===== config.mk =====
export PLATFORM = sky130hd
export DESIGN_NAME = stall_tracker
export DESIGN_NICKNAME = d
export VERILOG_FILES = /design/src/rtl/stall_trk_pkg.sv /design/src/rtl/stall_first_hit.sv /design/src/rtl/stall_thread_table.sv /design/src/rtl/stall_tracker.sv
export SDC_FILE = /design/constraint.sdc
export NUM_CORES = 1
export LEC_CHECK = 0
export CELL_PAD_IN_SITES_DETAIL_PLACEMENT = 1
export CELL_PAD_IN_SITES_GLOBAL_PLACEMENT = 1
export CORE_UTILIZATION = 45
export DETAILED_ROUTE_END_ITERATION = 16
export PLACE_DENSITY = 0.79
export SYNTH_ARGS = -nofsm -noshare
export SYNTH_HDL_FRONTEND = slang
export SYNTH_HIERARCHICAL = 1
export SYNTH_SLANG_ARGS = --single-unit
export TNS_END_PERCENT = 30

===== constraint.sdc =====
create_clock -name clk -period 4.39 [get_ports clk]
set_input_delay 0.6585 -clock clk [delete_from_list [all_inputs] [get_ports clk]]
set_output_delay 0.6585 -clock clk [all_outputs]
set_load 0.03 [all_outputs]

===== src/rtl/stall_trk_pkg.sv =====
package stall_trk_pkg;

  // Field widths of one stall record.
  localparam int RES_W  = 4;
  localparam int SEQ_W  = 8;
  localparam int SLOT_W = 2;

  typedef struct packed {
    logic [RES_W-1:0]  res;
    logic [SEQ_W-1:0]  seq;
    logic [SLOT_W-1:0] slot;
  } stall_key_t;

  // A record matches a clear request only when all three fields agree.
  function automatic logic key_equal(input stall_key_t a, input stall_key_t b);
    return (a.res == b.res) && (a.seq == b.seq) && (a.slot == b.slot);
  endfunction

  function automatic stall_key_t make_key(input logic [RES_W-1:0] r,
                                          input logic [SEQ_W-1:0] s,
                                          input logic [SLOT_W-1:0] sl);
    stall_key_t k;
    k.res  = r;
    k.seq  = s;
    k.slot = sl;
    return k;
  endfunction

endpackage


===== src/rtl/stall_first_hit.sv =====
module stall_first_hit #(
  parameter int N = 4,
  localparam int IDX_W = (N > 1) ? $clog2(N) : 1
) (
  input  logic [N-1:0]     hits,
  output logic             found,
  output logic [IDX_W-1:0] idx
);

  // Lowest set bit wins: the oldest record sits at the lowest position.
  always_comb begin
    found = |hits;
    idx   = '0;
    for (int i = N - 1; i >= 0; i--) begin
      if (hits[i]) idx = IDX_W'(i);
    end
  end

endmodule


===== src/rtl/stall_thread_table.sv =====
module stall_thread_table
  import stall_trk_pkg::*;
#(
  parameter int DEPTH = 4,
  localparam int CNT_W = $clog2(DEPTH + 1),
  localparam int IDX_W = (DEPTH > 1) ? $clog2(DEPTH) : 1
) (
  input  logic       clk,
  input  logic       rst_n,
  input  logic       set_en,
  input  stall_key_t set_key,
  input  logic       clr_en,
  input  stall_key_t clr_key,
  input  logic       flush,
  output logic       stalled_o,
  output logic       ovf_o,
  output logic       drained_o
);

  stall_key_t tab_q   [DEPTH];
  stall_key_t shifted [DEPTH];
  stall_key_t tab_mid [DEPTH];
  stall_key_t tab_d   [DEPTH];
  logic [CNT_W-1:0] cnt_q, cnt_mid, cnt_d;
  logic ovf_q, drained_q;

  // Named internal events
  logic [DEPTH-1:0] clr_hits;
  logic             clr_found;
  logic [IDX_W-1:0] clr_idx;
  logic             set_accept;
  logic             set_drop;
  logic             going_empty;

  // Records one place further down the list, used to close the gap.
  genvar g;
  generate
    for (g = 0; g < DEPTH; g++) begin : g_shift
      if (g < DEPTH - 1) begin : g_mid
        assign shifted[g] = tab_q[g+1];
      end else begin : g_last
        assign shifted[g] = '0;
      end
      assign clr_hits[g] = clr_en && (CNT_W'(g) < cnt_q) && key_equal(tab_q[g], clr_key);
    end
  endgenerate

  stall_first_hit #(.N(DEPTH)) u_first (
    .hits  (clr_hits),
    .found (clr_found),
    .idx   (clr_idx)
  );

  // Clear first, then append, then flush overrides everything.
  always_comb begin
    for (int i = 0; i < DEPTH; i++) begin
      if (clr_found && (IDX_W'(i) >= clr_idx)) tab_mid[i] = shifted[i];
      else                                     tab_mid[i] = tab_q[i];
    end
    cnt_mid    = cnt_q - CNT_W'(clr_found);
    set_accept = set_en && !flush && (cnt_mid < CNT_W'(DEPTH));
    set_drop   = set_en && !flush && !set_accept;
    for (int i = 0; i < DEPTH; i++) begin
      if (set_accept && (CNT_W'(i) == cnt_mid)) tab_d[i] = set_key;
      else                                      tab_d[i] = tab_mid[i];
    end
    if (flush) cnt_d = '0;
    else       cnt_d = cnt_mid + CNT_W'(set_accept);
    going_empty = (cnt_q != '0) && (cnt_d == '0);
  end

  always_ff @(posedge clk or negedge rst_n) begin
    if (!rst_n) begin
      for (int i = 0; i < DEPTH; i++) tab_q[i] <= '0;
      cnt_q     <= '0;
      ovf_q     <= 1'b0;
      drained_q <= 1'b0;
    end else begin
      for (int i = 0; i < DEPTH; i++) tab_q[i] <= tab_d[i];
      cnt_q     <= cnt_d;
      ovf_q     <= set_drop;
      drained_q <= going_empty;
    end
  end

  assign stalled_o = (cnt_q != '0);
  assign ovf_o     = ovf_q;
  assign drained_o = drained_q;

  // Checks next to the logic they guard
  assert_flush_empties_R5: assert property (@(posedge clk) disable iff (!rst_n)
    flush |=> (cnt_q == '0));

  assert_full_drops_R6: assert property (@(posedge clk) disable iff (!rst_n)
    (set_en && !flush && (cnt_q == CNT_W'(DEPTH)) && !clr_found) |=> ovf_q);

  assert_ovf_needs_full_R6: assert property (@(posedge clk) disable iff (!rst_n)
    (set_en && (cnt_q < CNT_W'(DEPTH))) |=> !ovf_q);

  assert_miss_keeps_count_R3: assert property (@(posedge clk) disable iff (!rst_n)
    (clr_en && !clr_found && !set_en && !flush) |=> $stable(cnt_q));

  assert_hit_removes_one_R2: assert property (@(posedge clk) disable iff (!rst_n)
    (clr_found && !set_en && !flush) |=> (cnt_q == $past(cnt_q) - CNT_W'(1)));

  assert_drain_single_R8: assert property (@(posedge clk) disable iff (!rst_n)
    drained_q |-> (!stalled_o && $past(cnt_q) != '0));

  assert_count_bound_R4: assert property (@(posedge clk) disable iff (!rst_n)
    cnt_q <= CNT_W'(DEPTH));

endmodule


===== src/rtl/stall_tracker.sv =====
module stall_tracker
  import stall_trk_pkg::*;
#(
  parameter int NUM_THREADS = 2,
  parameter int DEPTH       = 4,
  localparam int TID_W = (NUM_THREADS > 1) ? $clog2(NUM_THREADS) : 1
) (
  input  logic                   clk,
  input  logic                   rst_n,
  input  logic                   set_valid,
  input  logic [TID_W-1:0]       set_thread,
  input  logic [RES_W-1:0]       set_res,
  input  logic [SEQ_W-1:0]       set_seq,
  input  logic [SLOT_W-1:0]      set_slot,
  input  logic                   clr_valid,
  input  logic [TID_W-1:0]       clr_thread,
  input  logic [RES_W-1:0]       clr_res,
  input  logic [SEQ_W-1:0]       clr_seq,
  input  logic [SLOT_W-1:0]      clr_slot,
  input  logic [NUM_THREADS-1:0] flush,
  output logic [NUM_THREADS-1:0] stalled,
  output logic [NUM_THREADS-1:0] overflow,
  output logic [NUM_THREADS-1:0] drained
);

  stall_key_t set_key, clr_key;
  logic [NUM_THREADS-1:0] set_sel, clr_sel;

  assign set_key = make_key(set_res, set_seq, set_slot);
  assign clr_key = make_key(clr_res, clr_seq, clr_slot);

  genvar t;
  generate
    for (t = 0; t < NUM_THREADS; t++) begin : g_thr
      // each table only sees requests addressed to its own thread
      assign set_sel[t] = set_valid && (set_thread == TID_W'(t));
      assign clr_sel[t] = clr_valid && (clr_thread == TID_W'(t));

      stall_thread_table #(.DEPTH(DEPTH)) u_tab (
        .clk       (clk),
        .rst_n     (rst_n),
        .set_en    (set_sel[t]),
        .set_key   (set_key),
        .clr_en    (clr_sel[t]),
        .clr_key   (clr_key),
        .flush     (flush[t]),
        .stalled_o (stalled[t]),
        .ovf_o     (overflow[t]),
        .drained_o (drained[t])
      );
    end
  endgenerate

  assert_one_select_R10: assert property (@(posedge clk) disable iff (!rst_n)
    $onehot0(clr_sel) && $onehot0(set_sel));

endmodule


Yosys cells after proc, flatten, opt, wreduce, memory -nomap -nowiden
Cells that the tools add are included.
- logic and storage cells: 190
- flip-flop bits (word level): 122
- input port bits: 36
- multiplexer cells: 26
- equality and inequality tests: 30
- magnitude comparators: 18
- bitwise logic cells: 2
- $add $sub $neg: 4
- reductions and logical operators: 80
- operators by type and width (operator ; number):
    $mux W14 ; 16
    $eq A8 B8 Y1 ; 8
    $logic_and A1 B1 Y1 ; 60
    $eq A4 B4 Y1 ; 8
    $eq A2 B2 Y1 ; 8
    $mux W2 ; 8
    $reduce_bool A2 Y1 ; 8
    $eq A2 B3 Y1 const A ; 4
    $logic_not A3 Y1 ; 4
    $lt A1 B3 Y1 const A ; 4
    $lt A2 B3 Y1 const A ; 4
    $ge A1 B2 Y1 const A ; 4
    $ge A2 B2 Y1 const A ; 4
    $reduce_or A4 Y1 ; 2
    $add A3 B1 Y3 ; 2
    $eq A1 B3 Y1 const A ; 2
    $lt A3 B3 Y1 const B ; 2
    $mux W3 ; 2
    $reduce_bool A3 Y1 ; 2
    $sub A3 B1 Y3 ; 2
    $logic_not A1 Y1 ; 4
    $not A1 Y1 ; 2

Logic depth before layout (Yosys ltp)
Gate-level depths: netlist of the first run.
- depth after elaboration: 12
- gate-level depth with buffers: 15
- gate-level depth less buffers: 15

Hierarchy
Netlist of the first run, hierarchy kept.
- modules (own cells, without submodules) (module ; cells each ; area each (um^2) ; instances):
    stall_thread_table ; 351 ; 3582.2 ; 2
    stall_first_hit ; 7 ; 35.0 ; 2
    stall_tracker ; 4 ; 32.5 ; 1

Worst setup path after synthesis of the first run
No wires, ideal clock.
- path kind: input -> register
- from: in clr_thread
- to: reg g_thr[0].u_tab.drained_q
- setup slack: 0.659 ns
- path buffers: 0
- library setup time: 0.105 ns
- required time: 4.285 ns
- stages on the path: 15
- arrival time: 3.626 ns
- cells stage by stage: and2b_2 o21ai_0 or4_1 nor4_1 nor2_1 nand2_1 ha_1 ha_1 xor2_2 nor2_1 ha_1 ha_1 xnor2_1 nor2_1 nor4b_1
- word-level cells in the longest chain between the ends: 12
- elaborated cells between the ends (all ways): 18
- RTL lines (element ; RTL line ; source):
    start: declaration ; stall_tracker.sv:16 ; input logic [TID_W-1:0] clr_thread,
    $not A1 Y1 (*) ; stall_tracker.sv:37 ; assign clr_sel[t] = clr_valid && (clr_thread == TID_W'(t));
    $logic_and A1 B1 Y1 (*) ; stall_tracker.sv:37 ;
    $logic_and A1 B1 Y1 (*) (2 in series) ; stall_thread_table.sv:44 ; assign clr_hits[g] = clr_en && (CNT_W'(g) < cnt_q) && key_equal(tab_q[g], clr_key);
    via g_thr[0].u_tab.clr_hits[2] ; stall_thread_table.sv:28 ; logic [DEPTH-1:0] clr_hits;
    $reduce_or A4 Y1 (*) ; stall_first_hit.sv:12 ; found = |hits;
    via g_thr[0].u_tab.clr_found ; stall_thread_table.sv:29 ; logic clr_found;
    $sub A3 B1 Y3 (*) ; stall_thread_table.sv:60 ; cnt_mid = cnt_q - CNT_W'(clr_found);
    $lt A3 B3 Y1 ; stall_thread_table.sv:61 ; set_accept = set_en && !flush && (cnt_mid < CNT_W'(DEPTH));
    $logic_and A1 B1 Y1 ; stall_thread_table.sv:61 ;
    $add A3 B1 Y3 (*) ; stall_thread_table.sv:68 ; else cnt_d = cnt_mid + CNT_W'(set_accept);
    $mux W3 (*) ; stall_thread_table.sv:67 ; if (flush) cnt_d = '0;
    via g_thr[0].u_tab.cnt_d[2] ; stall_thread_table.sv:24 ; logic [CNT_W-1:0] cnt_q, cnt_mid, cnt_d;
    $logic_not A3 Y1 (*) ; stall_thread_table.sv:69 ; going_empty = (cnt_q != '0) && (cnt_d == '0);
    $logic_and A1 B1 Y1 (*) ; stall_thread_table.sv:69 ;
    via g_thr[0].u_tab.going_empty ; stall_thread_table.sv:33 ; logic going_empty;
    end signal: assignment ; stall_thread_table.sv:82 ; drained_q <= going_empty;
    end: declaration ; stall_thread_table.sv:25 ; logic ovf_q, drained_q;
Mark *: on every way through the listed nets, which the timed path passes. The rest lies on a longest branch.
A chain may end at the register's enable or synchronous reset.

Worst setup path after layout of the first run
- from: in clr_seq[0]
- to: reg g_thr[0].u_tab.drained_q
- word-level cells in the longest chain between the ends: 12
- elaborated cells between the ends (all ways): 24
- RTL lines (element ; RTL line ; source):
    start: declaration ; stall_tracker.sv:18 ; input logic [SEQ_W-1:0] clr_seq,
    $eq A8 B8 Y1 (*) ; stall_trk_pkg.sv:16 ; return (a.res == b.res) && (a.seq == b.seq) && (a.slot == b.slot);
    $logic_and A1 B1 Y1 (*) (2 in series) ; stall_trk_pkg.sv:16 ;
    $logic_and A1 B1 Y1 (*) ; stall_thread_table.sv:44 ;
    via g_thr[0].u_tab.clr_hits[2] ; stall_thread_table.sv:28 ;
    $reduce_or A4 Y1 (*) ; stall_first_hit.sv:12 ;
    via g_thr[0].u_tab.clr_found ; stall_thread_table.sv:29 ;
    $sub A3 B1 Y3 (*) ; stall_thread_table.sv:60 ;
    $lt A3 B3 Y1 ; stall_thread_table.sv:61 ;
    $logic_and A1 B1 Y1 ; stall_thread_table.sv:61 ;
    $add A3 B1 Y3 (*) ; stall_thread_table.sv:68 ;
    $mux W3 (*) ; stall_thread_table.sv:67 ;
    via g_thr[0].u_tab.cnt_d[2] ; stall_thread_table.sv:24 ;
    $logic_not A3 Y1 (*) ; stall_thread_table.sv:69 ;
    $logic_and A1 B1 Y1 (*) ; stall_thread_table.sv:69 ;
    via g_thr[0].u_tab.going_empty ; stall_thread_table.sv:33 ;
Marks and branches as above.

==> flow_summary.json, run 1 <==
{
  "die_w_um": 129,
  "ys_seq_elements": 122,
  "route.detailed.wl_per_inst_um": 22.2,
  "ys.flop_type": "dfrtp_1",
  "post_cts_buffers": 0,
  "critPathKind": "in -> reg",
  "die-area_sq_um": 16700,
  "start_kind": "input pin",
  "netlist-cell-type-count": 35,
  "fin_util_pct": 56.2,
  "diodes": 0,
  "gp_congestion": 0.908,
  "skew_ps": 7.29,
  "grt_max_degree": 66,
  "crit_arrival_ps": 4470,
  "synth-async-reset-ratio_pct": 100,
  "drive_above_1_share_pct": 18.1,
  "final_area_sq_um": 8890,
  "multi_input_area_sq_um": 3940,
  "cap_violations": 0,
  "synth.avg_cell_area_sq_um": 10.1,
  "hold_class": "in -> async",
  "drc": 0,
  "path_max_fanout": 3,
  "dp_hpwl_um": 16100,
  "firstDrtPassIters": 6,
  "ys_warn_count": 6,
  "io_pins": 42,
  "fin_crit_sh_pct": 94.6,
  "wl_um": 22800,
  "status": "complete, no violations",
  "syn-cell-area_sq_um": 7270,
  "fillers": 1734,
  "cts_tree": "built",
  "drt-vias-per-instance": 5.58,
  "rows": 46,
  "crit_start": "clr_seq[0]",
  "grt_pass1_wl_um": 36300,
  "rsz0062_at_grt": "no",
  "p_per_area_nw_per_um2": 412,
  "grt_pass1_vias": 6409,
  "slew-limit-headroom_pct": 39.5,
  "port_buffers": 41,
  "r2r_cells": 15,
  "hold_viol_final": 0,
  "htree_num_levels": 4,
  "synth-edff-count": 0,
  "end_kind": "flip-flop",
  "ff_latch_area_sq_um": 3050,
  "cts_made_buffers": 17,
  "grt-ovfl-total": 0,
  "path_clk_slew_ps": 50,
  "finalSetupViolations": 0,
  "clock_sinks": 122,
  "p_leak_nw": 3.43,
  "grt_use_total_pct": 29.8,
  "crit_end": "g_thr[0].u_tab/drained_o$_DFF_PN0_",
  "clockBufferDepth": 2,
  "dpl-instance-area_sq_um": 8240,
  "antenna_found_initial": 0,
  "start_util_pct": 45.9,
  "clk_latency_ps": 420,
  "fin_crit_ps": 4150,
  "first_iter_violations": 279,
  "critPathRequiredTime_ps": 4700,
  "r2r_slack_ps": 610,
  "fmax_mhz": 241,
  "slew_viol_final": 0,
  "timing.rr.start": "g_thr[0].u_tab/shifted[30]$_DFFE_PN0P_",
  "die_y_um": 129,
  "area_growth_pct": 22.3,
  "r2r_end": "g_thr[0].u_tab/drained_o$_DFF_PN0_",
  "synth_cells": 720,
  "cts_root_buf": "clkbuf_16",
  "fin_nets": 839,
  "antenna_left": 0,
  "tightest_slew_ps": 907,
  "vias": 5717,
  "syn_nets": 764,
  "ys_seq_area_share_pct": 42.0,
  "core_area_sq_um": 15800,
  "vdd_drop_max_mv": 0.293
}
kinds of logic after synthesis:
| logic type | synth area share, % |
|---|---|
| AO/OA/AOI/OAI | 10.1 |
| XOR/XNOR | 14.2 |
| adder cells (fa/ha/maj) | 1.38 |
| buffers and inverters | 3.96 |
| flip-flops | 42.0 |
| multiplexers | 11.6 |
| AND/OR/NAND/NOR | 16.8 |
power by group:
part / internal [W] / leakage (nW) / switching, W
clock: 0.00102 / 0.317 / 0.000504
sequential: 0.00130 / 1.60 / 0.000171
combinational: 0.000322 / 1.51 / 0.000344
total: 0.00264 / 3.43 / 0.00102
area by class of cell:
type                    count  share of cell area (%)
repair buffers             94                    10.6
multi-input cells         550                    44.3
flip-flops and latches    122                    34.3
clock buffers              25                    5.69
inverters                  10                   0.422
clock inverters             7                    1.52
well taps                 216                    3.04
repair_timing:
item                                    CTS  global route
hold buffers                              0             0
resized for setup                         0             2
endpoints found under the setup margin    0             2
cell usage after synthesis, types with 4 or more instances:
master	n	share of area [%]
dfrtp_1	122	42
inv_1	8	0.41
nor2_1	26	1.3
nor2b_1	10	0.86
xnor2_1	82	9.9
nor4_1	8	0.69
or4_1	6	0.62
xor2_1	32	3.9
a21oi_2	30	3.6
o21ai_0	42	2.9
nor3_1	6	0.41
nor4_4	6	1.8
nand2b_1	32	2.8
buf_2	16	1.1
mux2i_1	84	12
clkbuf_1	10	0.52
nor2_2	10	0.86
nand2_1	86	4.4
ha_1	8	1.4
nand4_1	22	1.9
buf_4	4	0.41
o21ai_1	44	3.0
layer usage:
metal	vias to the layer above	track usage, %	wire [um]
met4	0	11.8	684
met5	-	0	0
met1	2915	37.1	9910
met3	58	5.24	720
met2	138	51.4	11500
li1	2606	-	-
worst min path at each step:
stage,start,cells after the start,endpoint,slack (ps)
detailed placement,g_thr[1].u_tab/shifted[24]$_DFFE_PN0P_,2,g_thr[1].u_tab/shifted[24]$_DFFE_PN0P_,560
CTS,rst_n,1,g_thr[1].u_tab/shifted[53]$_DFFE_PN0P_,390
floorplan,rst_n,0,g_thr[0].u_tab/cnt_q[0]$_DFF_PN0_,360
global placement,g_thr[0].u_tab/tab_q[51]$_DFFE_PN0P_,2,g_thr[0].u_tab/tab_q[51]$_DFFE_PN0P_,550
global route,rst_n,1,g_thr[1].u_tab/shifted[30]$_DFFE_PN0P_,430
finish,rst_n,1,g_thr[1].u_tab/shifted[33]$_DFFE_PN0P_,360
per-stage QoR:
stage | total power, W | std cells | hold WS, ps | setup slack [ps] | TNS, ps
floorplan | 0.00186 | 720 | 363 | 659 | 0
global placement | 0.00209 | 992 | 552 | -17.1 | -17.1
detailed placement | 0.00214 | 992 | 562 | -210 | -871
CTS | 0.00369 | 1024 | 390 | 175 | 0
global route | 0.00381 | 1024 | 430 | 32.2 | 0
finish | 0.00366 | 1024 | 356 | 236 | 0
worst max-delay path, cell delays in order:
cell and delay [ps]:
clkdlybuf4s50_1 530, xnor2_1 310, nand4_1 120, or4_1 550, nor4_1 410, nor2_1 120
nand2_1 140, ha_1 190, ha_1 210, xor2_2 190, nor2_1 80, ha_1 200
ha_1 190, xnor2_1 200, nor2_1 80, nor4b_1 290
state kept, by name, summed over array words and instances (netlist names):
signal,cells
g_thr.u_tab/drained_o,2
g_thr.u_tab/tab_q,28
g_thr.u_tab/shifted,84
g_thr.u_tab/ovf_o,2
g_thr.u_tab/cnt_q,6
placed cells by master (no fill, tap or decap), types with 4 or more instances in the layout:
master / count
dfrtp_1: 122
nand2_1: 86
mux2i_1: 84
xnor2_1: 82
o21ai_1: 44
buf_4: 43
o21ai_0: 42
clkdlybuf4s50_1: 39
nand2b_1: 32
xor2_1: 32
a21oi_2: 30
nor2_1: 26
nand4_1: 22
clkbuf_16: 17
buf_12: 11
nor2_2: 10
inv_1: 8
ha_1: 8
nor4_1: 7
nor2b_1: 6
or4_1: 6
nor3_1: 6
nor4_4: 6
clkbuf_8: 5
bufinv_16: 4
nor2b_2: 4
Power figures use the tool's default switching activity.
==> run 2, diff against run 1 <==
- ABC_AREA: unset -> 0
==> results of run 2 <==
No change in the layout: final DEF, timing and power equal those of run 1.
==> run 3, diff against run 2 <==
- SKIP_LAST_GASP: unset -> 1
==> results of run 3 <==
No change in the layout: final DEF, timing and power equal those of run 1.
